## config.mk

```make
export PLATFORM = sky130hd
export DESIGN_NAME = i2c_mem_target
export DESIGN_NICKNAME = d
export VERILOG_FILES = /design/src/rtl/i2c_mem_pkg.sv /design/src/rtl/i2c_bus_sync.sv /design/src/rtl/i2c_mem_ctrl.sv /design/src/rtl/i2c_mem_dp.sv /design/src/rtl/i2c_mem_target.sv
export SDC_FILE = /design/constraint.sdc
export NUM_CORES = 1
export LEC_CHECK = 0
export CAP_MARGIN = 0
export CORE_MARGIN = 2
export CORE_UTILIZATION = 38
export CTS_CLUSTER_DIAMETER = 150
export DETAILED_ROUTE_END_ITERATION = 6
export PLACE_DENSITY_LB_ADDON = 0.25
export RECOVER_POWER = 100
export SYNTH_ARGS = -nofsm -noshare
export SYNTH_HDL_FRONTEND = slang
export SYNTH_SLANG_ARGS = --single-unit
```

## constraint.sdc

```tcl
create_clock -name clk -period 1.93 [get_ports clk]
set_clock_uncertainty 0.15 [all_clocks]
set_input_delay 0.386 -clock clk [delete_from_list [all_inputs] [get_ports clk]]
set_output_delay 0.386 -clock clk [all_outputs]
set_load 0.005 [all_outputs]
```

## src/rtl/i2c_mem_pkg.sv

```systemverilog
package i2c_mem_pkg;

  localparam int BYTE_W  = 8;
  localparam int TYPE_W  = 4;
  localparam int STRAP_W = 3;

  typedef enum logic [2:0] {
    ST_IDLE,
    ST_DEV,
    ST_DEVACK,
    ST_ADDR,
    ST_WDATA,
    ST_WACK,
    ST_RDATA,
    ST_RACK
  } ctrlState_t;

  // strobes from control to datapath
  typedef struct packed {
    logic clrBits;
    logic rxBit;
    logic txCount;
    logic txLoad;
    logic txShift;
    logic loadPtr;
    logic incPtr;
    logic wrStrobe;
    logic driveAck;
    logic relSda;
  } dpCtrl_t;

  // bus events seen after synchronization
  typedef struct packed {
    logic startEv;
    logic stopEv;
    logic sclRise;
    logic sclFall;
    logic sdaLvl;
  } busEv_t;

endpackage

```

## src/rtl/i2c_bus_sync.sv

```systemverilog
module i2c_bus_sync
  import i2c_mem_pkg::*;
#(
  parameter int SYNC_STAGES = 2
) (
  input  logic   clk,
  input  logic   rstN,
  input  logic   sclIn,
  input  logic   sdaIn,
  output busEv_t ev,
  output logic   sclSync
);

  logic [SYNC_STAGES-1:0] sclPipe;
  logic [SYNC_STAGES-1:0] sdaPipe;
  logic sclPrev;
  logic sdaPrev;
  logic sclNow;
  logic sdaNow;

  always_ff @(posedge clk) begin
    if (!rstN) begin
      sclPipe <= '1;
      sdaPipe <= '1;
      sclPrev <= 1'b1;
      sdaPrev <= 1'b1;
    end else begin
      sclPipe <= {sclPipe[SYNC_STAGES-2:0], sclIn};
      sdaPipe <= {sdaPipe[SYNC_STAGES-2:0], sdaIn};
      sclPrev <= sclPipe[SYNC_STAGES-1];
      sdaPrev <= sdaPipe[SYNC_STAGES-1];
    end
  end

  assign sclNow = sclPipe[SYNC_STAGES-1];
  assign sdaNow = sdaPipe[SYNC_STAGES-1];

  always_comb begin
    ev.startEv = sclNow && sclPrev && sdaPrev && !sdaNow;
    ev.stopEv  = sclNow && sclPrev && !sdaPrev && sdaNow;
    ev.sclRise = sclNow && !sclPrev;
    ev.sclFall = !sclNow && sclPrev;
    ev.sdaLvl  = sdaNow;
  end

  assign sclSync = sclNow;

endmodule

```

## src/rtl/i2c_mem_ctrl.sv

```systemverilog
module i2c_mem_ctrl
  import i2c_mem_pkg::*;
(
  input  logic               clk,
  input  logic               rstN,
  input  busEv_t             ev,
  input  logic [BYTE_W-1:0]  rxByte,
  input  logic               byteFull,
  input  logic [TYPE_W-1:0]  devType,
  input  logic [STRAP_W-1:0] strap,
  input  logic               wrBusy,
  output dpCtrl_t            ctl,
  output ctrlState_t         state
);

  ctrlState_t nxtState;
  logic       readMode;
  logic       nxtRead;
  logic       selHit;

  assign selHit = (rxByte[BYTE_W-1 -: TYPE_W] == devType) &&
                  (rxByte[STRAP_W:1] == strap) && !wrBusy;

  always_ff @(posedge clk) begin
    if (!rstN) begin
      state    <= ST_IDLE;
      readMode <= 1'b0;
    end else begin
      state    <= nxtState;
      readMode <= nxtRead;
    end
  end

  always_comb begin
    ctl      = '0;
    nxtState = state;
    nxtRead  = readMode;
    if (ev.startEv) begin
      ctl.clrBits = 1'b1;
      ctl.relSda  = 1'b1;
      nxtState    = ST_DEV;
    end else if (ev.stopEv) begin
      ctl.clrBits = 1'b1;
      ctl.relSda  = 1'b1;
      nxtState    = ST_IDLE;
    end else begin
      unique case (state)
        ST_DEV: begin
          if (ev.sclRise) begin
            ctl.rxBit = 1'b1;
          end else if (ev.sclFall && byteFull) begin
            if (selHit) begin
              ctl.driveAck = 1'b1;
              nxtRead      = rxByte[0];
              nxtState     = ST_DEVACK;
            end else begin
              nxtState = ST_IDLE;
            end
          end
        end
        ST_DEVACK: begin
          if (ev.sclFall) begin
            if (readMode) begin
              ctl.txLoad = 1'b1;
              nxtState   = ST_RDATA;
            end else begin
              ctl.relSda  = 1'b1;
              ctl.clrBits = 1'b1;
              nxtState    = ST_ADDR;
            end
          end
        end
        ST_ADDR: begin
          if (ev.sclRise) begin
            ctl.rxBit = 1'b1;
          end else if (ev.sclFall && byteFull) begin
            ctl.loadPtr  = 1'b1;
            ctl.driveAck = 1'b1;
            nxtState     = ST_WACK;
          end
        end
        ST_WDATA: begin
          if (ev.sclRise) begin
            ctl.rxBit = 1'b1;
          end else if (ev.sclFall && byteFull) begin
            ctl.wrStrobe = 1'b1;
            ctl.incPtr   = 1'b1;
            ctl.driveAck = 1'b1;
            nxtState     = ST_WACK;
          end
        end
        ST_WACK: begin
          if (ev.sclFall) begin
            ctl.relSda  = 1'b1;
            ctl.clrBits = 1'b1;
            nxtState    = ST_WDATA;
          end
        end
        ST_RDATA: begin
          if (ev.sclRise) begin
            ctl.txCount = 1'b1;
          end else if (ev.sclFall) begin
            if (byteFull) begin
              ctl.relSda = 1'b1;
              ctl.incPtr = 1'b1;
              nxtState   = ST_RACK;
            end else begin
              ctl.txShift = 1'b1;
            end
          end
        end
        ST_RACK: begin
          if (ev.sclRise && ev.sdaLvl) begin
            nxtState = ST_IDLE;
          end else if (ev.sclFall) begin
            ctl.txLoad = 1'b1;
            nxtState   = ST_RDATA;
          end
        end
        default: nxtState = state;
      endcase
    end
  end

endmodule

```

## src/rtl/i2c_mem_dp.sv

```systemverilog
module i2c_mem_dp
  import i2c_mem_pkg::*;
#(
  parameter int ADDR_W = 8
) (
  input  logic              clk,
  input  logic              rstN,
  input  dpCtrl_t           ctl,
  input  logic              sdaLvl,
  input  logic [BYTE_W-1:0] memRdData,
  output logic [BYTE_W-1:0] rxByte,
  output logic              byteFull,
  output logic [ADDR_W-1:0] ptr,
  output logic              sdaOe,
  output logic              memWrValid,
  output logic [ADDR_W-1:0] memWrAddr,
  output logic [BYTE_W-1:0] memWrData
);

  localparam int BIT_CW = $clog2(BYTE_W + 1);

  logic [BIT_CW-1:0] bitCnt;
  logic [BYTE_W-1:0] shiftReg;
  logic [BYTE_W-1:0] txReg;

  always_ff @(posedge clk) begin
    if (!rstN) begin
      bitCnt   <= '0;
      shiftReg <= '0;
    end else if (ctl.clrBits || ctl.txLoad) begin
      bitCnt <= '0;
    end else if (ctl.rxBit) begin
      shiftReg <= {shiftReg[BYTE_W-2:0], sdaLvl};
      bitCnt   <= bitCnt + BIT_CW'(1);
    end else if (ctl.txCount) begin
      bitCnt <= bitCnt + BIT_CW'(1);
    end
  end

  always_ff @(posedge clk) begin
    if (!rstN) begin
      txReg <= '1;
      sdaOe <= 1'b0;
    end else if (ctl.relSda) begin
      sdaOe <= 1'b0;
    end else if (ctl.driveAck) begin
      sdaOe <= 1'b1;
    end else if (ctl.txLoad) begin
      sdaOe <= !memRdData[BYTE_W-1];
      txReg <= {memRdData[BYTE_W-2:0], 1'b1};
    end else if (ctl.txShift) begin
      sdaOe <= !txReg[BYTE_W-1];
      txReg <= {txReg[BYTE_W-2:0], 1'b1};
    end
  end

  always_ff @(posedge clk) begin
    if (!rstN) begin
      ptr <= '0;
    end else if (ctl.loadPtr) begin
      ptr <= shiftReg[ADDR_W-1:0];
    end else if (ctl.incPtr) begin
      ptr <= ptr + ADDR_W'(1);
    end
  end

  always_ff @(posedge clk) begin
    if (!rstN) begin
      memWrValid <= 1'b0;
      memWrAddr  <= '0;
      memWrData  <= '0;
    end else begin
      memWrValid <= ctl.wrStrobe;
      if (ctl.wrStrobe) begin
        memWrAddr <= ptr;
        memWrData <= shiftReg;
      end
    end
  end

  assign rxByte   = shiftReg;
  assign byteFull = (bitCnt == BIT_CW'(BYTE_W));

endmodule

```

## src/rtl/i2c_mem_target.sv

```systemverilog
module i2c_mem_target
  import i2c_mem_pkg::*;
#(
  parameter logic [TYPE_W-1:0] TYPE_ID_A   = 4'b1010,
  parameter logic [TYPE_W-1:0] TYPE_ID_B   = 4'b0010,
  parameter int                SYNC_STAGES = 2,
  parameter int                ADDR_W      = 8
) (
  input  logic               clk,
  input  logic               rstN,
  input  logic               typeSel,
  input  logic [STRAP_W-1:0] strap,
  input  logic               wrBusy,
  input  logic               sclIn,
  input  logic               sdaIn,
  output logic               sdaOe,
  output logic [ADDR_W-1:0]  memRdAddr,
  input  logic [BYTE_W-1:0]  memRdData,
  output logic               memWrValid,
  output logic [ADDR_W-1:0]  memWrAddr,
  output logic [BYTE_W-1:0]  memWrData
);

  busEv_t            ev;
  logic              sclSync;
  dpCtrl_t           ctl;
  ctrlState_t        ctrlState;
  logic [BYTE_W-1:0] rxByte;
  logic              byteFull;
  logic [TYPE_W-1:0] devType;
  logic              stopEv;

  assign devType = typeSel ? TYPE_ID_B : TYPE_ID_A;
  assign stopEv  = ev.stopEv;

  i2c_bus_sync #(.SYNC_STAGES(SYNC_STAGES)) i_sync (
    .clk     (clk),
    .rstN    (rstN),
    .sclIn   (sclIn),
    .sdaIn   (sdaIn),
    .ev      (ev),
    .sclSync (sclSync)
  );

  i2c_mem_ctrl i_ctrl (
    .clk      (clk),
    .rstN     (rstN),
    .ev       (ev),
    .rxByte   (rxByte),
    .byteFull (byteFull),
    .devType  (devType),
    .strap    (strap),
    .wrBusy   (wrBusy),
    .ctl      (ctl),
    .state    (ctrlState)
  );

  i2c_mem_dp #(.ADDR_W(ADDR_W)) i_dp (
    .clk        (clk),
    .rstN       (rstN),
    .ctl        (ctl),
    .sdaLvl     (ev.sdaLvl),
    .memRdData  (memRdData),
    .rxByte     (rxByte),
    .byteFull   (byteFull),
    .ptr        (memRdAddr),
    .sdaOe      (sdaOe),
    .memWrValid (memWrValid),
    .memWrAddr  (memWrAddr),
    .memWrData  (memWrData)
  );

endmodule

```

* Word level (Yosys, flattened, before mapping)
Index checks and enable logic that the tools add are counted.
Cells by class: add/sub/neg operators 2, eq/ne operators 30, muxes and demuxes 62, bitwise operators 7, reduce and logical (&&, ||, !) cells 35
Operator list (number):
- two-way mux 8 bit | 6
- two-way mux 3 bit | 14
- two-way mux 1 bit | 32
- AND reduction 11 bit | 2
- != test 4 x 3 -> 1 bit (second input constant) | 5
- one-hot mux 3 bit (6 select lines) | 1
- == test 3 bit (second input constant) | 4
- two-way mux 4 bit | 3
- != test 2 x 1 -> 1 bit (second input constant) | 6
- != test 4 bit (second input constant) | 3
- logical AND 1 bit | 11
- adder 8 x 1 -> 8 bit (second input constant) | 1
- nonzero test 8 bit | 1
- logical NOT 1 bit | 7
- inverter 1 bit | 7
- == test 3 x 2 -> 1 bit (second input constant) | 2
- != test 2 bit (second input constant) | 3
- one-hot mux 1 bit (2 select lines) | 3
- one-hot mux 1 bit (3 select lines) | 2
- AND reduction 6 bit | 1
- nonzero test 2 bit | 3
- nonzero test 6 bit | 1
- OR reduction 2 bit | 3
- OR reduction 3 bit | 2
- other kinds (13) | 13
Word-level totals: flip-flop bits (word level) 56, input bits 17, output and inout port bits 26, word-level logic and storage cells 151

* Depth between registers and ports, before layout
depth after elaboration 13, gate-level depth with buffers 9, depth with buffers taken out 7

* Hierarchy
From an unflattened synthesis, not the netlist that was laid out.
Unflattened totals: cells, all modules 290, area total of the unflattened synthesis 2696.3 um^2
By module, submodules not included:
- i2c_mem_dp | instances 1, cells an instance 199, area an instance 2001.9 um^2, seq. area each 900.9 um^2
- i2c_mem_ctrl | instances 1, cells an instance 71, area an instance 485.5 um^2, seq. area each 80.1 um^2
- i2c_bus_sync | instances 1, cells an instance 17, area an instance 197.7 um^2, seq. area each 120.1 um^2
- i2c_mem_target | instances 1, cells an instance 3, area an instance 11.3 um^2, seq. area each 0.0 um^2

* Worst setup path after synthesis
Ideal clock, no wire load.
path type flip-flop to flip-flop, start register i_ctrl.state[2], end register i_dp.txReg[2], setup time 0.129 ns, arrival 1.655 ns, required time 1.651 ns, slack -0.005 ns, stages on the path, launching flop included 7, buffers on the path 1, period minus slack after synthesis 1.935 ns, cells stage by stage dfxtp_1 or3b_1 buf_2 a21oi_2 mux2_2 mux2i_1 nand2_1
On the way: word-level cells in the longest chain between the ends 6, elaborated cells between the ends (all ways) 20, those cells by class 7 x eq/ne; 9 x mux; 2 x bitwise; 2 x reduce/logical
Ends and longest elaborated chain:
- start: declaration | RTL line i2c_mem_ctrl.sv:13 | output ctrlState_t state
- start signal: assignment | RTL line i2c_mem_ctrl.sv:29 | state <= nxtState;
- == test 3 bit (tied with other cells) | RTL line i2c_mem_ctrl.sv:47 | unique case (state)
- one-hot mux 1 bit (2 select lines) (tied with other cells) | RTL line i2c_mem_ctrl.sv:47
- two-way mux 8 bit / two-way mux 1 bit (equally long branches) | RTL line i2c_mem_ctrl.sv:42 | end else if (ev.stopEv) begin
- two-way mux 8 bit / two-way mux 1 bit (equally long branches) | RTL line i2c_mem_ctrl.sv:38 | if (ev.startEv) begin
- nonzero test 2 bit (no line) / inverter 1 bit (equally long branches)
- AND reduction 3 bit (no line)
- end signal: assignment | RTL line i2c_mem_dp.sv:50 | txReg <= {memRdData[BYTE_W-2:0], 1'b1};
- end signal: assignment | RTL line i2c_mem_dp.sv:53 | txReg <= {txReg[BYTE_W-2:0], 1'b1};
- end: declaration | RTL line i2c_mem_dp.sv:24 | logic [BYTE_W-1:0] txReg;
Several ways; a longest one is shown, not always the timed one. A chain may end at the register's enable or synchronous reset.

* Worst setup path in the final report
start register i_dp.bitCnt[0], end register i_dp.ptr[2]
On the way: word-level cells in the longest chain between the ends 8, elaborated cells between the ends (all ways) 15, those cells by class 1 x eq/ne; 12 x mux; 2 x reduce/logical
Ends and longest elaborated chain:
- start: declaration | RTL line i2c_mem_dp.sv:22 | logic [BIT_CW-1:0] bitCnt;
- start signal: assignment | RTL line i2c_mem_dp.sv:34 | bitCnt <= bitCnt + BIT_CW'(1);
- start signal: assignment | RTL line i2c_mem_dp.sv:36 | bitCnt <= bitCnt + BIT_CW'(1);
- == test 4 bit (*) | RTL line i2c_mem_dp.sv:82 | assign byteFull = (bitCnt == BIT_CW'(BYTE_W));
- two-way mux 1 bit / logical AND 1 bit (equally long branches) | RTL line i2c_mem_ctrl.sv:103, i2c_mem_ctrl.sv:76, i2c_mem_ctrl.sv:85
- two-way mux 1 bit (tied with other cells) | RTL line i2c_mem_ctrl.sv:102 | end else if (ev.sclFall) begin
- two-way mux 1 bit (tied with other cells) | RTL line i2c_mem_ctrl.sv:100 | if (ev.sclRise) begin
- one-hot mux 1 bit (2 select lines) / two-way mux 1 bit (equally long branches) | RTL line i2c_mem_ctrl.sv:47
- two-way mux 8 bit (*) | RTL line i2c_mem_ctrl.sv:42
- two-way mux 8 bit (*) | RTL line i2c_mem_ctrl.sv:38
- nonzero test 2 bit (no line) / two-way mux 8 bit (equally long branches)
- end signal: assignment | RTL line i2c_mem_dp.sv:61 | ptr <= shiftReg[ADDR_W-1:0];
- end signal: assignment | RTL line i2c_mem_dp.sv:63 | ptr <= ptr + ADDR_W'(1);
- end: declaration | RTL line i2c_mem_dp.sv:13 | output logic [ADDR_W-1:0] ptr,
Mark *: on every way between the ends. The rest lies on a longest branch, timed or not.

==> flow_summary.html <==
<table>
<tr><th>Metric</th><th>Value</th></tr>
<tr><th colspan="2">Floorplan</th></tr>
<tr><td>DIE AREA</td><td>~7500 um2</td></tr>
<tr><td>Number of core rows</td><td>30</td></tr>
<tr><td>Core Region</td><td>6680 um2</td></tr>
<tr><td>Die span in y</td><td>just under 90 um</td></tr>
<tr><td>I/O pin total</td><td>43</td></tr>
<tr><td>Die span in x</td><td>86.6 um</td></tr>
<tr><td>Starting density of the core</td><td>38.8%</td></tr>
<tr><th colspan="2">CTS</th></tr>
<tr><td>H-tree level count</td><td>2</td></tr>
<tr><td>Sink Count</td><td>55</td></tr>
<tr><td>Num CTS Buffers</td><td>5</td></tr>
<tr><td>Number of buffers between clock root and the deepest sink</td><td>2</td></tr>
<tr><td>Reg clk slew, reported paths</td><td>0.10 ns</td></tr>
<tr><td>Insertion delay to the later sink of the worst-skew pair</td><td>0.31 ns</td></tr>
<tr><td>Hold buffer count at cts</td><td>0</td></tr>
<tr><td>CTS root buf</td><td>sky130_fd_sc_hd__clkbuf_8</td></tr>
<tr><td>Clock tree from TritonCTS</td><td>yes</td></tr>
<tr><th colspan="2">Global routing</th></tr>
<tr><td>Vias in the first global route</td><td>2098</td></tr>
<tr><td>Aggregate global-route resource usage</td><td>16.7%</td></tr>
<tr><td>Largest net degree at the start of global routing</td><td>19</td></tr>
<tr><td>First-pass GRT wire length</td><td>9.98 mm</td></tr>
<tr><td>Remaining global-route overflow</td><td>0</td></tr>
<tr><td>Initial antenna violation count</td><td>0</td></tr>
<tr><th colspan="2">Worst setup path</th></tr>
<tr><td>Worst setup path category</td><td>flip-flop to flip-flop</td></tr>
<tr><td>Peak fanout along the critical path</td><td>5</td></tr>
<tr><td>Arrival @ worst endpoint</td><td>slightly below 2 ns</td></tr>
<tr><td>Worst Path Required</td><td>2.03 ns</td></tr>
<tr><td>Crit end category</td><td>flip-flop</td></tr>
<tr><td>Sort of element at the start of the critical path</td><td>flip-flop</td></tr>
<tr><th colspan="2">STA</th></tr>
<tr><td>Transition at the pin with the smallest max-transition slack</td><td>0.410 ns</td></tr>
<tr><td>Worst Hold Slack</td><td>0.268 ns</td></tr>
<tr><td>Unrepaired setup endpoints after global routing</td><td>yes</td></tr>
<tr><td>Max Clk Rate</td><td>~530 MHz</td></tr>
<tr><td>Max-slew violation count</td><td>0</td></tr>
<tr><td>Tmin final</td><td>1.88 ns</td></tr>
<tr><td>Final count of negative-setup-slack endpoints</td><td>0</td></tr>
<tr><td>Slew headroom</td><td>72.6%</td></tr>
<tr><td>Final sum of negative setup slack</td><td>0 ns</td></tr>
<tr><td>Final cycle utilization of the critical path</td><td>97.3%</td></tr>
<tr><td>Final number of hold-violating endpoints</td><td>0</td></tr>
<tr><th colspan="2">Outcome</th></tr>
<tr><td>Outcome</td><td>completed</td></tr>
<tr><th colspan="2">Final layout</th></tr>
<tr><td>Filler cell count</td><td>roughly 640</td></tr>
<tr><td>Diodes inserted</td><td>0</td></tr>
<tr><td>Nets</td><td>382</td></tr>
<tr><td>Area of combinational cells with multiple inputs</td><td>1420 um2</td></tr>
<tr><td>Area delta synth-&gt;final</td><td>34.6%</td></tr>
<tr><td>Utilization of the core after routing</td><td>between 50% and 60%</td></tr>
<tr><td>Layout Cell Area excl Fill</td><td>3490 um2</td></tr>
<tr><td>Share of final-layout standard cells stronger than drive strength 1</td><td>around 18%</td></tr>
<tr><td>Register area</td><td>1110 um2</td></tr>
<tr><th colspan="2">Power</th></tr>
<tr><td>PD cells</td><td>541 nW/um2</td></tr>
<tr><td>Power Total</td><td>1.89 mW</td></tr>
<tr><td>Leakage</td><td>approximately 1.5 nW</td></tr>
<tr><td>VDD IR max</td><td>around 0.00033 V</td></tr>
<tr><th colspan="2">Synthesis</th></tr>
<tr><td>Unique cell type count in the Yosys netlist</td><td>46</td></tr>
<tr><td>Gate count after technology mapping</td><td>291</td></tr>
<tr><td>Post-synth top cells</td><td>sky130_fd_sc_hd__dfxtp_1 (55), sky130_fd_sc_hd__nor2_1 (44), sky130_fd_sc_hd__mux2i_1 (35), sky130_fd_sc_hd__nand2_1 (26), sky130_fd_sc_hd__a21oi_1 (12)</td></tr>
<tr><td>Post-synthesis cell type with the largest combined area</td><td>sky130_fd_sc_hd__dfxtp_1</td></tr>
<tr><td>Proportion of synthesized chip area in sequential cells</td><td>42.5%</td></tr>
<tr><td>Flop and latch count out of synthesis</td><td>55</td></tr>
<tr><td>Leading cell type by number of instances after synthesis</td><td>sky130_fd_sc_hd__dfxtp_1</td></tr>
<tr><td>Syn avg cell area</td><td>8.90 um2</td></tr>
<tr><td>Cell types occupying the most area after synthesis</td><td>sky130_fd_sc_hd__dfxtp_1 (42%), sky130_fd_sc_hd__mux2i_1 (14%), sky130_fd_sc_hd__nor2_1 (6.4%)</td></tr>
<tr><td>Warnings, synthesis</td><td>0</td></tr>
<tr><td>Netlist Area Pre-Place</td><td>2590 um2</td></tr>
<tr><td>Number of enable-type register cells in the synthesized netlist</td><td>0</td></tr>
<tr><td>Fraction of synthesis flops using an asynchronous set or reset pin</td><td>0%</td></tr>
<tr><td>Nets in the synthesized netlist</td><td>between 300 and 400</td></tr>
<tr><td>Commonest register cell after synthesis</td><td>sky130_fd_sc_hd__dfxtp_1</td></tr>
<tr><td>Portion of synthesized cell area occupied by the leading cell type</td><td>between 40% and 50%</td></tr>
<tr><th colspan="2">Hold path</th></tr>
<tr><td>HP Class</td><td>flip-flop to flip-flop</td></tr>
<tr><th colspan="2">Routing</th></tr>
<tr><td>Via/cell ratio</td><td>5.16</td></tr>
<tr><td>Aggregate routed wire length</td><td>6.13 mm</td></tr>
<tr><td>DR WL met3</td><td>268 um</td></tr>
<tr><td>WL per Instance</td><td>13.8 um</td></tr>
<tr><td>Routed met1 length</td><td>2.91 mm</td></tr>
<tr><td>Remaining DRCs</td><td>0</td></tr>
<tr><td>Routed wl met2</td><td>2.86 mm</td></tr>
<tr><td>Total iterations of the first detailed-routing run</td><td>4</td></tr>
<tr><td>Detailed Route Iter0 Violations</td><td>105</td></tr>
<tr><td>Total vias in the final route</td><td>2287</td></tr>
<tr><td>Highest metal layer with signal wires</td><td>met4</td></tr>
<tr><td>Post-DRT Antenna Nets</td><td>0</td></tr>
<tr><th colspan="2">Placement</th></tr>
<tr><td>Buffers added on ports</td><td>42</td></tr>
<tr><td>Final HPWL from detailed placement</td><td>4.59 mm</td></tr>
<tr><td>Final RePlAce weighted congestion</td><td>0.858</td></tr>
<tr><td>Dpl cell area</td><td>3350 um2</td></tr>
<tr><th colspan="2">Job</th></tr>
<tr><td>Count of max-cap constraint violations</td><td>0</td></tr>
</table>
## flip-flops by register name (all words and copies together), names as in the netlist, 2 cells and up
register        flops
i_dp.memWrAddr      8
i_dp.memWrData      8
i_dp.ptr            8
i_dp.rxByte         8
i_dp.txReg          7
i_dp.bitCnt         4
i_ctrl.state        3
i_sync.sclPipe      2
i_sync.sdaPipe      2
## metrics by stage
stage | setup WS [ns] | cells
after floorplan | 0.0425 | 291
after global placement | -0.0829 | 434
after detailed placement | -0.118 | 434
after CTS | 0.00540 | 442
after global routing | -0.0196 | 443
final | 0.0513 | 443
## per-layer routing
metal	up-vias	global-route usage [%]
met4	0	5.97
met3	7	2.76
met2	51	26.9
li1	1153	-
met1	1076	22.5
met5	-	0
## logic make-up (layout without fill, tap and decap cells)
logic type,after synthesis,after routing,synth area share (%)
simple gates,111,111,20.2
flops,55,55,42.5
compound gates,47,47,12.2
mux,42,42,16.6
buf+inv,24,96,4.10
xor+xnor,9,9,3.04
fa+ha+maj,3,3,1.45
## worst max-delay path, stage by stage, from the launching register on
cell and delay, ns:
sky130_fd_sc_hd__dfxtp_2 0.34, sky130_fd_sc_hd__inv_1 0.04, sky130_fd_sc_hd__ha_1 0.19, sky130_fd_sc_hd__nand3b_1 0.18
sky130_fd_sc_hd__nor3_2 0.07, sky130_fd_sc_hd__buf_4 0.16, sky130_fd_sc_hd__or3b_2 0.43, sky130_fd_sc_hd__a21o_1 0.17
sky130_fd_sc_hd__a21oi_2 0.11
## worst paths after layout
check,depth (start not counted),slack [ns],from,to
hold / removal,1,0.27,i_sync.sdaPipe[0]$_SDFF_PN1_,i_sync.sdaPipe[1]$_SDFF_PN1_
hold reg to reg,1,0.27,i_sync.sdaPipe[0]$_SDFF_PN1_,i_sync.sdaPipe[1]$_SDFF_PN1_
setup / recovery,8,0.05,i_dp.bitCnt[0]$_SDFFE_PP0P_,i_dp.ptr[2]$_SDFFE_PN0P_
setup reg to reg,8,0.05,i_dp.bitCnt[0]$_SDFFE_PP0P_,i_dp.ptr[2]$_SDFFE_PN0P_
## final cells by class
| cell class | count | area share [%] |
|---|---|---|
| flip-flops and latches | 55 | 31.7 |
| clock inverters | 3 | 0.682 |
| multi-input cells | 212 | 40.7 |
| repair buffers | 80 | 21.2 |
| inverters | 8 | 0.861 |
| well taps | 80 | 2.87 |
| clock buffers | 5 | 1.97 |
## placed cells by master (no fill, tap or decap), types with 3 or more instances in the layout
cell / count
sky130_fd_sc_hd__a21oi_1: 11
sky130_fd_sc_hd__a31oi_1: 5
sky130_fd_sc_hd__buf_12: 3
sky130_fd_sc_hd__buf_4: 34
sky130_fd_sc_hd__clkbuf_8: 5
sky130_fd_sc_hd__clkdlybuf4s50_1: 23
sky130_fd_sc_hd__dfxtp_1: 51
sky130_fd_sc_hd__dfxtp_2: 4
sky130_fd_sc_hd__dlygate4sd3_1: 19
sky130_fd_sc_hd__ha_1: 3
sky130_fd_sc_hd__inv_1: 8
sky130_fd_sc_hd__mux2_2: 4
sky130_fd_sc_hd__mux2_4: 3
sky130_fd_sc_hd__mux2i_1: 35
sky130_fd_sc_hd__nand2_1: 26
sky130_fd_sc_hd__nand2b_1: 11
sky130_fd_sc_hd__nand3_1: 6
sky130_fd_sc_hd__nand3b_1: 3
sky130_fd_sc_hd__nand4_1: 4
sky130_fd_sc_hd__nor2_1: 44
sky130_fd_sc_hd__nor3_1: 4
sky130_fd_sc_hd__o21ai_0: 10
sky130_fd_sc_hd__xnor2_1: 4
sky130_fd_sc_hd__xor2_1: 5
## report_power, final
part / switching (mW) / total [mW] / internal, mW
clock network: 0.389 / 0.649 / 0.260
registers: 0.00274 / 1.14 / 1.14
logic: 0.0438 / 0.0949 / 0.0511
total: 0.435 / 1.89 / 1.45
## repair_timing
item | 4_1_cts | 5_1_grt
resized for setup | 0 | 11
setup endpoints to repair | 0 | 11
buffers inserted | 0 | 1
Power figures use the tool's default switching activity.
